--- config.mk ---
export PLATFORM = sky130hd
export DESIGN_NAME = bitstream_port
export DESIGN_NICKNAME = d
export VERILOG_FILES = /design/src/rtl/bsp_pkg.sv /design/src/rtl/bsp_fetch.sv /design/src/rtl/bsp_store.sv /design/src/rtl/bsp_memsel.sv /design/src/rtl/bitstream_port.sv
export SDC_FILE = /design/constraint.sdc
export NUM_CORES = 1
export LEC_CHECK = 0
export BUFFER_PORTS_ARGS = -buffer_cell sky130_fd_sc_hd__buf_4
export CAP_MARGIN = 20
export CELL_PAD_IN_SITES_DETAIL_PLACEMENT = 0
export CELL_PAD_IN_SITES_GLOBAL_PLACEMENT = 1
export CORE_ASPECT_RATIO = 0.5
export CORE_MARGIN = 1.5
export CORE_UTILIZATION = 26
export CTS_CLUSTER_DIAMETER = 50
export DETAILED_ROUTE_END_ITERATION = 10
export GPL_ROUTABILITY_DRIVEN = 0
export PLACE_DENSITY = 0.56
export SYNTH_ARGS = -nofsm -noshare
export SYNTH_HDL_FRONTEND = slang
export SYNTH_HIERARCHICAL = 1
export SYNTH_SLANG_ARGS = --single-unit
--- constraint.sdc ---
create_clock -name clk -period 10.6 [get_ports clk]
set_input_delay 0.53 -clock clk [delete_from_list [all_inputs] [get_ports clk]]
set_output_delay 0.53 -clock clk [all_outputs]
set_load 0.01 [all_outputs]
--- src/rtl/bsp_pkg.sv ---
package bsp_pkg;
  typedef enum logic [1:0] {F_IDLE, F_REQ, F_FIN} fetch_st_t;
  typedef enum logic [1:0] {S_IDLE, S_RD, S_WR} store_st_t;
  typedef enum logic [1:0] {H_IDLE, H_BUSY, H_DONE} hold_st_t;
endpackage

--- src/rtl/bsp_fetch.sv ---
module bsp_fetch
  import bsp_pkg::*;
#(
  parameter int PTR_W = 32,
  parameter int MAX_W = 16,
  parameter int WID_W = 5,
  parameter int SPAN  = 3,
  parameter int CNT_W = 2
) (
  input  logic             clk,
  input  logic             rst,
  input  logic             start,
  input  logic [PTR_W-1:0] bitptr,
  input  logic [WID_W-1:0] width,
  output logic             busy,
  output logic             done,
  output logic [MAX_W-1:0] field,
  output logic             mem_req,
  output logic [PTR_W-4:0] mem_addr,
  input  logic [7:0]       mem_rdata,
  input  logic             mem_ack
);
  localparam int BUF_W = SPAN * 8;
  localparam int SH_W  = $clog2(BUF_W + 1);
  localparam int BA_W  = PTR_W - 3;

  fetch_st_t        st;
  logic [BA_W-1:0]  base;
  logic [2:0]       off;
  logic [WID_W-1:0] wid;
  logic [CNT_W-1:0] nb, idx;
  logic [BUF_W-1:0] gather;

  // bytes touched by the requested field
  logic [WID_W+1:0] span_bits;
  logic [CNT_W-1:0] nb_c, idx_nx;
  logic [SH_W-1:0]  lane_sh, out_sh;
  logic [MAX_W:0]   mask_p1;
  logic [MAX_W-1:0] fmask;

  always_comb begin
    span_bits = (WID_W+2)'(bitptr[2:0]) + (WID_W+2)'(width) + (WID_W+2)'(7);
    nb_c      = (width == '0) ? '0 : CNT_W'(span_bits >> 3);
    idx_nx    = idx + 1'b1;
    lane_sh   = SH_W'(8 * (SPAN - 1)) - (SH_W'(idx) << 3);
    out_sh    = SH_W'(BUF_W) - SH_W'(off) - SH_W'(wid);
    mask_p1   = (MAX_W+1)'(1) << wid;
    fmask     = MAX_W'(mask_p1 - 1'b1);
  end

  always_ff @(posedge clk) begin
    if (rst) begin
      st     <= F_IDLE;
      base   <= '0;
      off    <= '0;
      wid    <= '0;
      nb     <= '0;
      idx    <= '0;
      gather <= '0;
    end else begin
      case (st)
        F_IDLE: if (start) begin
          base   <= bitptr[PTR_W-1:3];
          off    <= bitptr[2:0];
          wid    <= width;
          nb     <= nb_c;
          idx    <= '0;
          gather <= '0;
          st     <= (nb_c == '0) ? F_FIN : F_REQ;
        end
        F_REQ: if (mem_ack) begin
          gather <= gather | (BUF_W'(mem_rdata) << lane_sh);
          idx    <= idx_nx;
          if (idx_nx == nb) st <= F_FIN;
        end
        default: st <= F_IDLE;
      endcase
    end
  end

  assign busy     = (st != F_IDLE);
  assign done     = (st == F_FIN);
  assign mem_req  = (st == F_REQ);
  assign mem_addr = base + BA_W'(idx);
  assign field    = MAX_W'(gather >> out_sh) & fmask;
endmodule

--- src/rtl/bsp_store.sv ---
module bsp_store
  import bsp_pkg::*;
#(
  parameter int PTR_W = 32,
  parameter int MAX_W = 16,
  parameter int WID_W = 5,
  parameter int SPAN  = 3,
  parameter int CNT_W = 2
) (
  input  logic             clk,
  input  logic             rst,
  input  logic             start,
  input  logic [PTR_W-1:0] bitptr,
  input  logic [WID_W-1:0] width,
  input  logic [MAX_W-1:0] data,
  output logic             busy,
  output logic             mem_req,
  output logic             mem_we,
  output logic [PTR_W-4:0] mem_addr,
  output logic [7:0]       mem_wdata,
  input  logic [7:0]       mem_rdata,
  input  logic             mem_ack
);
  localparam int BUF_W = SPAN * 8;
  localparam int SH_W  = $clog2(BUF_W + 1);
  localparam int BA_W  = PTR_W - 3;

  store_st_t        st;
  logic [BA_W-1:0]  base;
  logic [CNT_W-1:0] nb, idx;
  logic [BUF_W-1:0] fpos, mpos;
  logic [7:0]       merged;

  logic [WID_W+1:0] span_bits;
  logic [CNT_W-1:0] nb_c, idx_nx;
  logic [SH_W-1:0]  lane_sh, in_sh;
  logic [MAX_W:0]   mask_p1;
  logic [MAX_W-1:0] fmask;
  logic [7:0]       lane_f, lane_m;

  always_comb begin
    span_bits = (WID_W+2)'(bitptr[2:0]) + (WID_W+2)'(width) + (WID_W+2)'(7);
    nb_c      = (width == '0) ? '0 : CNT_W'(span_bits >> 3);
    idx_nx    = idx + 1'b1;
    in_sh     = SH_W'(BUF_W) - SH_W'(bitptr[2:0]) - SH_W'(width);
    mask_p1   = (MAX_W+1)'(1) << width;
    fmask     = MAX_W'(mask_p1 - 1'b1);
    lane_sh   = SH_W'(8 * (SPAN - 1)) - (SH_W'(idx) << 3);
    lane_f    = 8'(fpos >> lane_sh);
    lane_m    = 8'(mpos >> lane_sh);
  end

  always_ff @(posedge clk) begin
    if (rst) begin
      st     <= S_IDLE;
      base   <= '0;
      nb     <= '0;
      idx    <= '0;
      fpos   <= '0;
      mpos   <= '0;
      merged <= '0;
    end else begin
      case (st)
        S_IDLE: if (start && nb_c != '0) begin
          base <= bitptr[PTR_W-1:3];
          nb   <= nb_c;
          idx  <= '0;
          fpos <= BUF_W'(data & fmask) << in_sh;
          mpos <= BUF_W'(fmask) << in_sh;
          st   <= S_RD;
        end
        S_RD: if (mem_ack) begin
          merged <= (mem_rdata & ~lane_m) | lane_f;
          st     <= S_WR;
        end
        S_WR: if (mem_ack) begin
          idx <= idx_nx;
          st  <= (idx_nx == nb) ? S_IDLE : S_RD;
        end
        default: st <= S_IDLE;
      endcase
    end
  end

  assign busy      = (st != S_IDLE);
  assign mem_req   = (st != S_IDLE);
  assign mem_we    = (st == S_WR);
  assign mem_addr  = base + BA_W'(idx);
  assign mem_wdata = merged;
endmodule

--- src/rtl/bsp_memsel.sv ---
module bsp_memsel #(
  parameter int BA_W = 29
) (
  input  logic            f_req,
  input  logic [BA_W-1:0] f_addr,
  output logic            f_ack,
  input  logic            s_req,
  input  logic            s_we,
  input  logic [BA_W-1:0] s_addr,
  input  logic [7:0]      s_wdata,
  output logic            s_ack,
  output logic            mem_req,
  output logic            mem_we,
  output logic [BA_W-1:0] mem_addr,
  output logic [7:0]      mem_wdata,
  input  logic            mem_ack
);
  // engines are mutually exclusive; the store engine wins if both ever ask
  always_comb begin
    mem_req   = f_req | s_req;
    mem_we    = s_req & s_we;
    mem_addr  = s_req ? s_addr : f_addr;
    mem_wdata = s_wdata;
    s_ack     = mem_ack & s_req;
    f_ack     = mem_ack & f_req & ~s_req;
  end
endmodule

--- src/rtl/bitstream_port.sv ---
module bitstream_port
  import bsp_pkg::*;
#(
  parameter int PTR_W      = 32,
  parameter int MAX_W      = 16,
  parameter int AW         = 7,
  parameter int FIELD_BASE = 32
) (
  input  logic             clk,
  input  logic             rst,
  input  logic [AW-1:0]    cpu_addr,
  input  logic             cpu_rd,
  input  logic             cpu_wr,
  input  logic [7:0]       cpu_wdata,
  output logic [7:0]       cpu_rdata,
  output logic             cpu_wait,
  output logic             mem_req,
  output logic             mem_we,
  output logic [PTR_W-4:0] mem_addr,
  output logic [7:0]       mem_wdata,
  input  logic [7:0]       mem_rdata,
  input  logic             mem_ack
);
  localparam int WID_W  = $clog2(MAX_W + 1);
  localparam int SPAN   = (MAX_W + 14) / 8;
  localparam int CNT_W  = $clog2(SPAN + 1);
  localparam int NFIELD = MAX_W + 1;
  localparam int PB     = PTR_W / 8;
  localparam int PB_W   = $clog2(PB);
  localparam int BA_W   = PTR_W - 3;
  localparam logic [AW-1:0] A_WPTR  = AW'(PB);
  localparam logic [AW-1:0] A_RSKIP = AW'(2 * PB);
  localparam logic [AW-1:0] A_WSKIP = AW'(2 * PB + 2);
  localparam logic [AW-1:0] A_FB    = AW'(FIELD_BASE);
  localparam logic [AW-1:0] A_FEND  = AW'(FIELD_BASE + 2 * NFIELD);

  logic [PTR_W-1:0] rptr, wptr;
  logic [15:0]      rd_lat;
  logic [7:0]       wr_lo, rskip_lo, wskip_lo;
  hold_st_t         hst;

  // address decode
  logic             in_field, is_hi, is_rptr, is_wptr;
  logic [AW-1:0]    foff;
  logic [WID_W-1:0] fw;
  logic [PB_W-1:0]  psel;
  logic             rd_start, wr_commit, wr_ok;

  logic             f_busy, f_done, f_req, f_ack;
  logic [MAX_W-1:0] f_field;
  logic [BA_W-1:0]  f_addr;
  logic             s_busy, s_req, s_we, s_ack;
  logic [BA_W-1:0]  s_addr;
  logic [7:0]       s_wdata;

  always_comb begin
    in_field  = (cpu_addr >= A_FB) && (cpu_addr < A_FEND);
    foff      = cpu_addr - A_FB;
    fw        = WID_W'(foff >> 1);
    is_hi     = cpu_addr[0];
    is_rptr   = (cpu_addr < A_WPTR);
    is_wptr   = (cpu_addr >= A_WPTR) && (cpu_addr < A_RSKIP);
    psel      = cpu_addr[PB_W-1:0];
    rd_start  = cpu_rd && in_field && !is_hi && (hst == H_IDLE) && !s_busy;
    cpu_wait  = (cpu_rd && in_field && !is_hi && (hst != H_DONE)) ||
                (cpu_wr && in_field && is_hi && s_busy);
    wr_ok     = cpu_wr && !cpu_wait;
    wr_commit = wr_ok && in_field && is_hi;
  end

  always_comb begin
    cpu_rdata = '0;
    if (is_rptr)       cpu_rdata = rptr[{psel, 3'b000} +: 8];
    else if (is_wptr)  cpu_rdata = wptr[{psel, 3'b000} +: 8];
    else if (in_field) cpu_rdata = is_hi ? rd_lat[15:8] : rd_lat[7:0];
  end

  always_ff @(posedge clk) begin
    if (rst) begin
      rptr     <= '0;
      wptr     <= '0;
      rd_lat   <= '0;
      wr_lo    <= '0;
      rskip_lo <= '0;
      wskip_lo <= '0;
      hst      <= H_IDLE;
    end else begin
      case (hst)
        H_IDLE: if (rd_start) begin
          rptr <= rptr + PTR_W'(fw);
          hst  <= H_BUSY;
        end
        H_BUSY: if (f_done) begin
          rd_lat <= 16'(f_field);
          hst    <= H_DONE;
        end
        default: hst <= H_IDLE;
      endcase
      if (wr_ok) begin
        if (is_rptr) begin
          for (int b = 0; b < PB; b++)
            if (psel == PB_W'(b)) rptr[8*b +: 8] <= cpu_wdata;
        end else if (is_wptr) begin
          for (int b = 0; b < PB; b++)
            if (psel == PB_W'(b)) wptr[8*b +: 8] <= cpu_wdata;
        end else if (cpu_addr == A_RSKIP) begin
          rskip_lo <= cpu_wdata;
        end else if (cpu_addr == A_RSKIP + 1'b1) begin
          rptr <= rptr + PTR_W'({cpu_wdata, rskip_lo});
        end else if (cpu_addr == A_WSKIP) begin
          wskip_lo <= cpu_wdata;
        end else if (cpu_addr == A_WSKIP + 1'b1) begin
          wptr <= wptr + PTR_W'({cpu_wdata, wskip_lo});
        end else if (in_field && !is_hi) begin
          wr_lo <= cpu_wdata;
        end else if (wr_commit) begin
          wptr <= wptr + PTR_W'(fw);
        end
      end
    end
  end

  bsp_fetch #(.PTR_W(PTR_W), .MAX_W(MAX_W), .WID_W(WID_W), .SPAN(SPAN), .CNT_W(CNT_W)) u_fetch (
    .clk(clk), .rst(rst), .start(rd_start), .bitptr(rptr), .width(fw),
    .busy(f_busy), .done(f_done), .field(f_field),
    .mem_req(f_req), .mem_addr(f_addr), .mem_rdata(mem_rdata), .mem_ack(f_ack)
  );

  bsp_store #(.PTR_W(PTR_W), .MAX_W(MAX_W), .WID_W(WID_W), .SPAN(SPAN), .CNT_W(CNT_W)) u_store (
    .clk(clk), .rst(rst), .start(wr_commit), .bitptr(wptr), .width(fw),
    .data(MAX_W'({cpu_wdata, wr_lo})), .busy(s_busy),
    .mem_req(s_req), .mem_we(s_we), .mem_addr(s_addr), .mem_wdata(s_wdata),
    .mem_rdata(mem_rdata), .mem_ack(s_ack)
  );

  bsp_memsel #(.BA_W(BA_W)) u_sel (
    .f_req(f_req), .f_addr(f_addr), .f_ack(f_ack),
    .s_req(s_req), .s_we(s_we), .s_addr(s_addr), .s_wdata(s_wdata), .s_ack(s_ack),
    .mem_req(mem_req), .mem_we(mem_we), .mem_addr(mem_addr), .mem_wdata(mem_wdata),
    .mem_ack(mem_ack)
  );
endmodule

# Yosys cells after proc, flatten, opt, wreduce, memory -nomap -nowiden
# Cells that the tools add are included.
# op_classes
multipliers	0
add_sub_neg	21
eq_ne	31
n_div	0
muxes	51
bitwise	18
n_shift	10
n_reduce_logical	46
n_lt_le_gt_ge	5
# ops
operator	count
32-bit two-way mux	14
8-bit two-way mux	12
32-bit by 16-bit adder with 32-bit output	2
32-bit by 5-bit adder with 32-bit output	2
32-bit by 6-bit variable part select with 8-bit output	2
29-bit by 2-bit adder with 29-bit output	2
24-bit two-way mux	2
24-bit one-hot mux with 2 select lines	1
24-bit by 5-bit >> shifter with 8-bit output	2
8-bit AND reduction	5
16-bit AND	2
1-bit by 5-bit << shifter with 16-bit output (first input constant)	2
16-bit by 1-bit subtractor with 16-bit output (second input constant)	2
2-bit two-way mux	15
29-bit two-way mux	1
7-bit by 4-bit equality test with 1-bit output (second input constant)	4
24-bit bitwise OR	1
16-bit by 5-bit << shifter with 24-bit output	1
24-bit by 5-bit << shifter with 24-bit output	1
8-bit by 5-bit << shifter with 24-bit output	1
24-bit by 5-bit >> shifter with 16-bit output	1
2-bit inequality test (second input constant)	11
2-bit one-hot mux with 2 select lines	4
1-bit logical AND	15
other kinds (35)	77
# word_totals
ff_bits	264
latch_bits	0
mem_count	0
ramBits	0
word_cells	206
rom_bits	0
inputBits	28

# Longest topological paths before layout
# Gate-level depths: netlist of run 1.
# depth
ltp_word	17
depth_mapped	17

# Modules after synthesis
# Netlist of run 1, hierarchy kept.
# modules_own_cells
mod	cells_per_inst	n_inst	area_per_inst_um2
bitstream_port	1016	1	8096.5
bsp_store	954	1	6925.4
bsp_fetch	537	1	4553.1
bsp_memsel	45	1	574.3

# Worst setup path before layout of run 1
# No wires, ideal clock.
# synth_timing
kind	input-to-reg
startpoint	input port cpu_addr[5]
endpoint	register wptr[21]
setup_ps	86
path_slack_ps	6524
arrival_ps	3990
cell_stages	15
cell_sequence	buf_2 -> nor4_4 -> nand2_1 -> nor2_1 -> clkbuf_1 -> and2_1 -> ha_1 -> a2111o_1 -> o2111ai_1 -> a41oi_1 -> a211o_1 -> buf_2 -> and3_1 -> and3_1 -> a211oi_1
# synth_between
elab_chain_cells	12
# synth_rtl
item	line_no	rtl
start: declaration	bitstream_port.sv:11	input logic [AW-1:0] cpu_addr,
branches (longest 12 deep; another with 32-bit by 5-bit adder with 32-bit output)	n/a	
end signal: indexed assignment	bitstream_port.sv:105	if (psel == PB_W'(b)) wptr[8*b +: 8] <= cpu_wdata;
end signal: assignment	bitstream_port.sv:113	wptr <= wptr + PTR_W'({cpu_wdata, wskip_lo});
end signal: assignment	bitstream_port.sv:117	wptr <= wptr + PTR_W'(fw);
end: declaration	bitstream_port.sv:37	logic [PTR_W-1:0] rptr, wptr;
# Parallel ways; which one is timed is not known. The select of a mux whose other input is x is not followed.
# A chain may end at the register's enable or synchronous reset.

# Worst setup path after layout of run 1
# layout_timing
startpoint	register u_store.st[1]
endpoint	register u_store.fpos[12]
# layout_between
elab_chain_cells	9
# layout_rtl
item	line_no	rtl
start: declaration	bsp_store.sv:28	store_st_t st;
start signal: assignment	bsp_store.sv:78	st <= (idx_nx == nb) ? S_IDLE : S_RD;
2-bit nonzero test	bsp_store.sv:85	assign busy = (st != S_IDLE);
net s_busy	bitstream_port.sv:52	logic s_busy, s_req, s_we, s_ack;
1-bit logical AND	bitstream_port.sv:66	(cpu_wr && in_field && is_hi && s_busy);
1-bit logical OR	bitstream_port.sv:65	cpu_wait = (cpu_rd && in_field && !is_hi && (hst != H_DONE)) ||
1-bit zero test	bitstream_port.sv:67	wr_ok = cpu_wr && !cpu_wait;
1-bit logical AND	bitstream_port.sv:67	
1-bit logical AND (2 in a row)	bitstream_port.sv:68	wr_commit = wr_ok && in_field && is_hi;
net wr_commit	bitstream_port.sv:47	logic rd_start, wr_commit, wr_ok;
1-bit logical AND	bsp_store.sv:64	S_IDLE: if (start && nb_c != '0) begin
2-bit AND reduction (no line)	n/a	
end signal: assignment	bsp_store.sv:68	fpos <= BUF_W'(data & fmask) << in_sh;
end: declaration	bsp_store.sv:31	logic [BUF_W-1:0] fpos, mpos;
# The timed path passes the listed nets, and every way through them passes these cells.

==> impl_metrics.toml, run 1 <==
[status]
status = "complete, no violations"

[floorplanning]
io_pins = 76
floorplan.die_area_um2 = 79300
initial_utilization_pct = 26.5
die_h_um = 200
die_w_um = 397
core_area_um2 = 76000
rows = 71

[route]
wl_per_cell_um = 22.9
wl_met1_mm = 38.2
avgViaCountPerCell = 5.49
first_pass_iters = 6
drc = 0
via_count = 19600
drt_iter0_drc = 1656
finalWirelength_mm = 81.7
highest_layer = "met5"
met3_length_mm = 4.54
drtAntennaViolNets = 0
dr_wl_met2_mm = 36.4

[pwr]
power_frac_clock_pct = 49.9
pwr-share-comb_pct = 16.5
ir_drop_v = 0.0000917
switching_share_pct = 30.2
p_sw_mw = 0.925
power.share.sequential_pct = 33.6
p_int_mw = 2.14
power_leakage_nw = 8.23
powerDensity_nw_per_um2 = 134

[sta]
drv_slew = 0
worstMarginPinSlew_ns = 1.16
rsz0062_at_grt = "no"
finalHoldViolCount = 0
slew_headroom_pct = 22.7
fin_crit_sh_pct = 50.1
fmax_mhz = 188
setup_viol = 0
skew_ns = 0.0349
fin_crit_ns = 5.31
setup_ws_ns = 5.29
setup_tns_ns = 0

[logic_synthesis]
synth_cells = 2552
synth_area_leaders = "dfxtp_1 26%, nand2_1 6.0%, a21oi_1 5.3%"
synthFlopType = "dfxtp_1"
post_synth.cell_area_avg_um2 = 7.90
yosysWarnings = 6
synth_cell_types = 113
synth_edf_count = 0
synth_fp_nets = 2650
synth.top_cell.area_share_pct = 26.2
synth_area_um2 = 20100
synthArstFlopShare_pct = 0
ys_seq_elements = 264
netlist.top_cell.by_area = "dfxtp_1"
yosysSeqAreaShare_pct = 26.2

[place]
hpwl_mm = 59.5
port_buffers = 75
place_ws_ns = 5.36
dpl-instance-area_um2 = 21400
placed_cells = 3499

[global_routing]
track_usage_pct = 20.2
grt_max_degree = 68
grt_pass1_wl_mm = 122
grt_pass1_vias = 18400
grt_overflow_total = 0
antenna_found_initial = 2

[clock_network]
post_cts_resized = 0
hold_buffers = 0
clk_latency_ns = 0.57
root_buffer = "clkbuf_16"
cts_tree = "yes"
post_cts_buffers = 0
cts_buffer_depth = 3
h-tree-depth = 2
clkSlewWorstSetupHoldPaths_ns = 0.06
cts_sinks = 264
cts_buffers = 39

[finish]
diodes = 0
nets = 2616
nFillCells = 8194
fin_cells = 3571
synthToLayoutAreaGrowth_pct = 13.8
drive_above_1_share_pct = 12.9
finalInstanceArea_um2 = 22900

[flow_run]
maxCapViolCount = 0

[setup_path]
arrival_ns = 5.79
cp.required_ns = 11.08
critPathKind = "reg -> reg"
cp-start-kind = "flop"
cp_max_fo = 39
endpoint_kind = "flop"

[worst_hold_path]
hold_path_class = "in -> reg"
-- cells in the final DEF (no fill, tap or decap), types with 65 or more instances in the layout --
| master | Yosys | layout |
|---|---|---|
| nand2_1 | 322 | 322 |
| nor2_1 | 265 | 264 |
| dfxtp_1 | 264 | 263 |
| a21oi_1 | 213 | 212 |
| buf_4 | 16 | 114 |
| o21ai_0 | 107 | 107 |
| nand3_1 | 78 | 78 |
| mux2i_1 | 71 | 71 |
| xnor2_1 | 69 | 69 |
| inv_1 | 69 | 68 |
| nor3_1 | 66 | 65 |
-- power by group through the flow --
stage	logic (mW)	registers [mW]	clock network, mW
2_1_floorplan	0.342	1.04	0
3_3_place_gp	0.503	1.05	0
3_5_place_dp	0.500	1.05	0
4_1_cts	0.501	1.03	1.56
5_1_grt	0.546	1.03	1.61
6_report	0.508	1.03	1.53
-- critical path: stages (launching register included) --
cell	delay, ns
dfxtp_1	0.45
nor2_1	0.34
inv_2	0.05
buf_4	0.30
and3_1	0.26
a31oi_1	0.26
o21ai_2	0.09
nor3_1	0.58
o311ai_1	0.33
or3_2	0.90
buf_4	0.40
nor3_1	0.77
nand2_1	0.25
o211ai_1	0.21
-- through the flow --
| stage | hold slack [ns] | utilization, % | power, mW |
|---|---|---|---|
| after floorplan | 0.425 | - | 1.38 |
| after global placement | 0.438 | 28.2 | 1.55 |
| after detailed placement | 0.442 | 28.2 | 1.55 |
| after CTS | 0.283 | 30.2 | 3.09 |
| after global routing | 0.289 | 30.2 | 3.19 |
| final | 0.296 | 30.2 | 3.07 |
-- flip-flops by register name (all words and copies together) (netlist names), 16 cells and up --
register,flops
rptr,32
wptr,32
u_fetch/base,29
u_store/base,29
u_fetch/gather,24
u_store/fpos,24
u_store/mpos,24
rd_lat,16
-- final timing paths --
| kind | start | to | slack, ns | depth (start not counted) |
|---|---|---|---|---|
| max | u_store/st[1]$_SDFFE_PP0P_ | u_store/fpos[12]$_SDFFE_PP0P_ | 5.29 | 13 |
| min | mem_rdata[1] | u_fetch/gather[9]$_SDFFE_PP0P_ | 0.30 | 3 |
| max reg2reg | u_store/st[1]$_SDFFE_PP0P_ | u_store/fpos[12]$_SDFFE_PP0P_ | 5.29 | 13 |
| min reg2reg | u_store/fpos[13]$_SDFFE_PP0P_ | u_store/fpos[13]$_SDFFE_PP0P_ | 0.45 | 2 |
-- cell families (layout without fill, tap and decap cells) --
logic type / Yosys count / in the layout / synth area share [%]
XOR/XNOR: 119 / 119 / 5.17
adder cells (fa/ha/maj): 70 / 70 / 4.61
multiplexers: 148 / 148 / 10.1
AO/OA/AOI/OAI: 749 / 749 / 25.7
buffers and inverters: 260 / 257 / 5.74
AND/OR/NAND/NOR: 942 / 942 / 22.4
flip-flops: 264 / 264 / 26.2
-- synthesized netlist by cell type (50+ instances only) --
master and number:
clkbuf_1 117, o21ai_0 107, xnor2_1 69, inv_1 69, xor2_1 50, a21oi_1 213
nand2_1 322, nand3_1 78, nor3_1 66, dfxtp_1 264, mux2i_1 71, nor2_1 265
ha_1 63
-- routing by layer --
| metal | GRT usage (%) | vias up |
|---|---|---|
| met5 | 0 | - |
| met2 | 32.0 | 558 |
| met4 | 7.12 | 2 |
| li1 | - | 9347 |
| met1 | 27.8 | 9554 |
| met3 | 3.18 | 126 |
-- layout make-up --
type,instances,area [um^2],area share [%]
sequential,264,5290,23.1
tap,1022,1280,5.58
inverter,70,263,1.15
clock buffer,44,1030,4.47
timing repair buffer,115,867,3.78
clock inverter,28,484,2.11
multi-input combinational,2028,13700,59.9
(Power assumes the default switching activity.)
==> run 2: changes to the inputs <==
==> constraint.sdc (replaced) <==
create_clock -name clk -period 5.55 [get_ports clk]
set_input_delay 0.2775 -clock clk [delete_from_list [all_inputs] [get_ports clk]]
set_output_delay 0.2775 -clock clk [all_outputs]
set_load 0.01 [all_outputs]
==> run 2 against run 1 <==
  * Combinational power increased by 93%
  * Critical path depth down 1
  * Sequential share of layout area grew 0.18 points
  * Flip-flop and latch count did not move
  * First-iteration DRC count fell by 6.3%
  * Worst hold slack got worse by 0.25 ns
  * Count of clock-buffer cells in the layout rose by 3
  * Utilization shrank 0.23 points
  * Clock power rose by 59%
  * Fmax rose by 24%
  * Critical path type unchanged
  * Critical endpoint unchanged
  * Largest cell class unchanged
==> impl_metrics.toml, run 2 (synthesis results as in run 1) <==
[sta]
drv_slew = 0
skew_ns = 0.0188
fmax_mhz = 233
fin_hold_ws_ns = 0.0425
setup_tns_ns = 0
fin_crit_sh_pct = 77.2
finalHoldViolCount = 0
fin_crit_ns = 4.29
worstMarginPinSlew_ns = 1.10
setup_viol = 0
rsz0062_at_grt = "no"
slew_headroom_pct = 26.2

[setup_path]
rr_startpoint = "u_store/st[1]$_SDFFE_PP0P_"
path_depth = 12
cp.required_ns = 6.02
critPathKind = "reg -> reg"
rr_worst_depth = 12
worstPathCellList = "nor2_1, inv_2, and3_1, a31oi_1, o21ai_2, nor3_1, o311ai_1, or3_2, or3_1, nor2_2, o211ai_1, o211ai_1"
r2r_setup_slack_ns = 1.26
crit_slowest_cell = "or3_2"
endpoint_kind = "flop"
cp-endpoint = "u_store/fpos[12]$_SDFFE_PP0P_"
path_delay_family = "simple AND/OR/NAND/NOR gates"
cpMostUsedCell = "o211ai_1"
cpPeakStageDelay_ns = 0.76
crit_buf_inv = 1
cp_max_fo = 17
arrival_ns = 4.76
cp-start-kind = "flop"
critPathLaunch = "u_store/st[1]$_SDFFE_PP0P_"
r2r-end = "u_store/fpos[12]$_SDFFE_PP0P_"

[clock_network]
clk_latency_ns = 0.56
post_cts_resized = 0
h-tree-depth = 2
root_buffer = "clkbuf_16"
cts_buffers = 36
hold_buffers = 0
clkSlewWorstSetupHoldPaths_ns = 0.06
post_cts_buffers = 0
cts_buffer_depth = 3
cts_sinks = 264
cts_tree = "yes"

[route]
wl_per_cell_um = 22.8
first_pass_iters = 6
finalWirelength_mm = 81.4
drtAntennaViolNets = 0
drc = 0
avgViaCountPerCell = 5.54
via_count = 19800
drt_iter0_drc = 1551

[floorplanning]
core_area_um2 = 76000
rows = 71
io_pins = 76
floorplan.die_area_um2 = 79300
die_h_um = 200
die_w_um = 397
initial_utilization_pct = 26.5

[finish]
diodes = 0
final_cell_mix = "322 x nand2_1, 264 x nor2_1, 263 x dfxtp_1"
drive_above_1_share_pct = 13.0
synthToLayoutAreaGrowth_pct = 12.9
nFillCells = 8245
final_common_cell = "nand2_1"
biggestRegsByFlops = "rptr: 32 flops, wptr: 32 flops"
finalInstanceArea_um2 = 22800
nets = 2624

[global_routing]
track_usage_pct = 20.1
grt_pass1_wl_mm = 123
grt_max_degree = 76
antenna_found_initial = 0
grt_pass1_vias = 18500
grt_overflow_total = 0

[pwr]
powerDensity_nw_per_um2 = 237
ir_drop_v = 0.000170
power_leakage_nw = 8.17

[status]
status = "complete, no violations"

[place]
hpwl_mm = 59.3
port_buffers = 75
dpl-instance-area_um2 = 21500

[worst_hold_path]
hold_path_class = "in -> reg"

[flow_run]
maxCapViolCount = 0
## run 2: power by group
| part | switching [mW] | internal (mW) | leakage, nW | total [mW] |
|---|---|---|---|---|
| logic | 0.674 | 0.306 | 5.44 | 0.980 |
| registers | 0.0436 | 1.92 | 2.13 | 1.96 |
| clock network | 1.01 | 1.43 | 0.600 | 2.44 |
| total | 1.73 | 3.66 | 8.17 | 5.39 |
## run 2: worst reg2reg max path, cell delays in order, from the launching register on
cell	delay, ns
dfxtp_1	0.50
nor2_1	0.44
inv_2	0.06
and3_1	0.17
a31oi_1	0.30
o21ai_2	0.09
nor3_1	0.37
o311ai_1	0.32
or3_2	0.76
or3_1	0.60
nor2_2	0.34
o211ai_1	0.14
o211ai_1	0.10
## run 2: worst min-delay path by stage
stage / start / to / slack [ns] / cells past startpoint
3_3_place_gp: u_store/fpos[13]$_SDFFE_PP0P_ / u_store/fpos[13]$_SDFFE_PP0P_ / 0.44 / 2
3_5_place_dp: u_store/fpos[4]$_SDFFE_PP0P_ / u_store/fpos[4]$_SDFFE_PP0P_ / 0.44 / 2
5_1_grt: mem_rdata[5] / u_fetch/gather[13]$_SDFFE_PP0P_ / 0.04 / 3
4_1_cts: mem_rdata[0] / u_fetch/gather[8]$_SDFFE_PP0P_ / 0.02 / 3
6_report: mem_rdata[7] / u_fetch/gather[23]$_SDFFE_PP0P_ / 0.04 / 3
2_1_floorplan: cpu_addr[1] / u_fetch/wid[0]$_SDFFE_PP0P_ / 0.39 / 2
## run 2: final cells by class
cell class	instances	area [um^2]	share of cell area, %
Multi-Input combinational cell	2028	13700	60.3
Sequential cell	264	5290	23.2
Tap cell	1022	1280	5.62
Clock buffer	47	1030	4.55
Timing Repair Buffer	126	970	4.26
Inverter	70	263	1.15
Clock inverter	17	190	0.836
## run 2: per-stage QoR
stage	total power, mW	std cells	setup slack [ns]	util, %
final	5.39	3574	1.26	30.0
after global routing	5.60	3574	1.01	30.0
after CTS	5.43	3572	1.21	29.9
after detailed placement	2.97	3508	1.14	28.3
after global placement	2.97	3508	1.24	28.3
after floorplan	2.63	2552	1.73	-
## run 2: metal layers
metal | track usage (%) | up-vias | wire length, um
li1 | - | 9366 | -
met1 | 28.7 | 9751 | 39100
met2 | 32.1 | 570 | 36400
met3 | 2.40 | 96 | 4210
met4 | 4.88 | 0 | 1680
met5 | 0 | - | 0
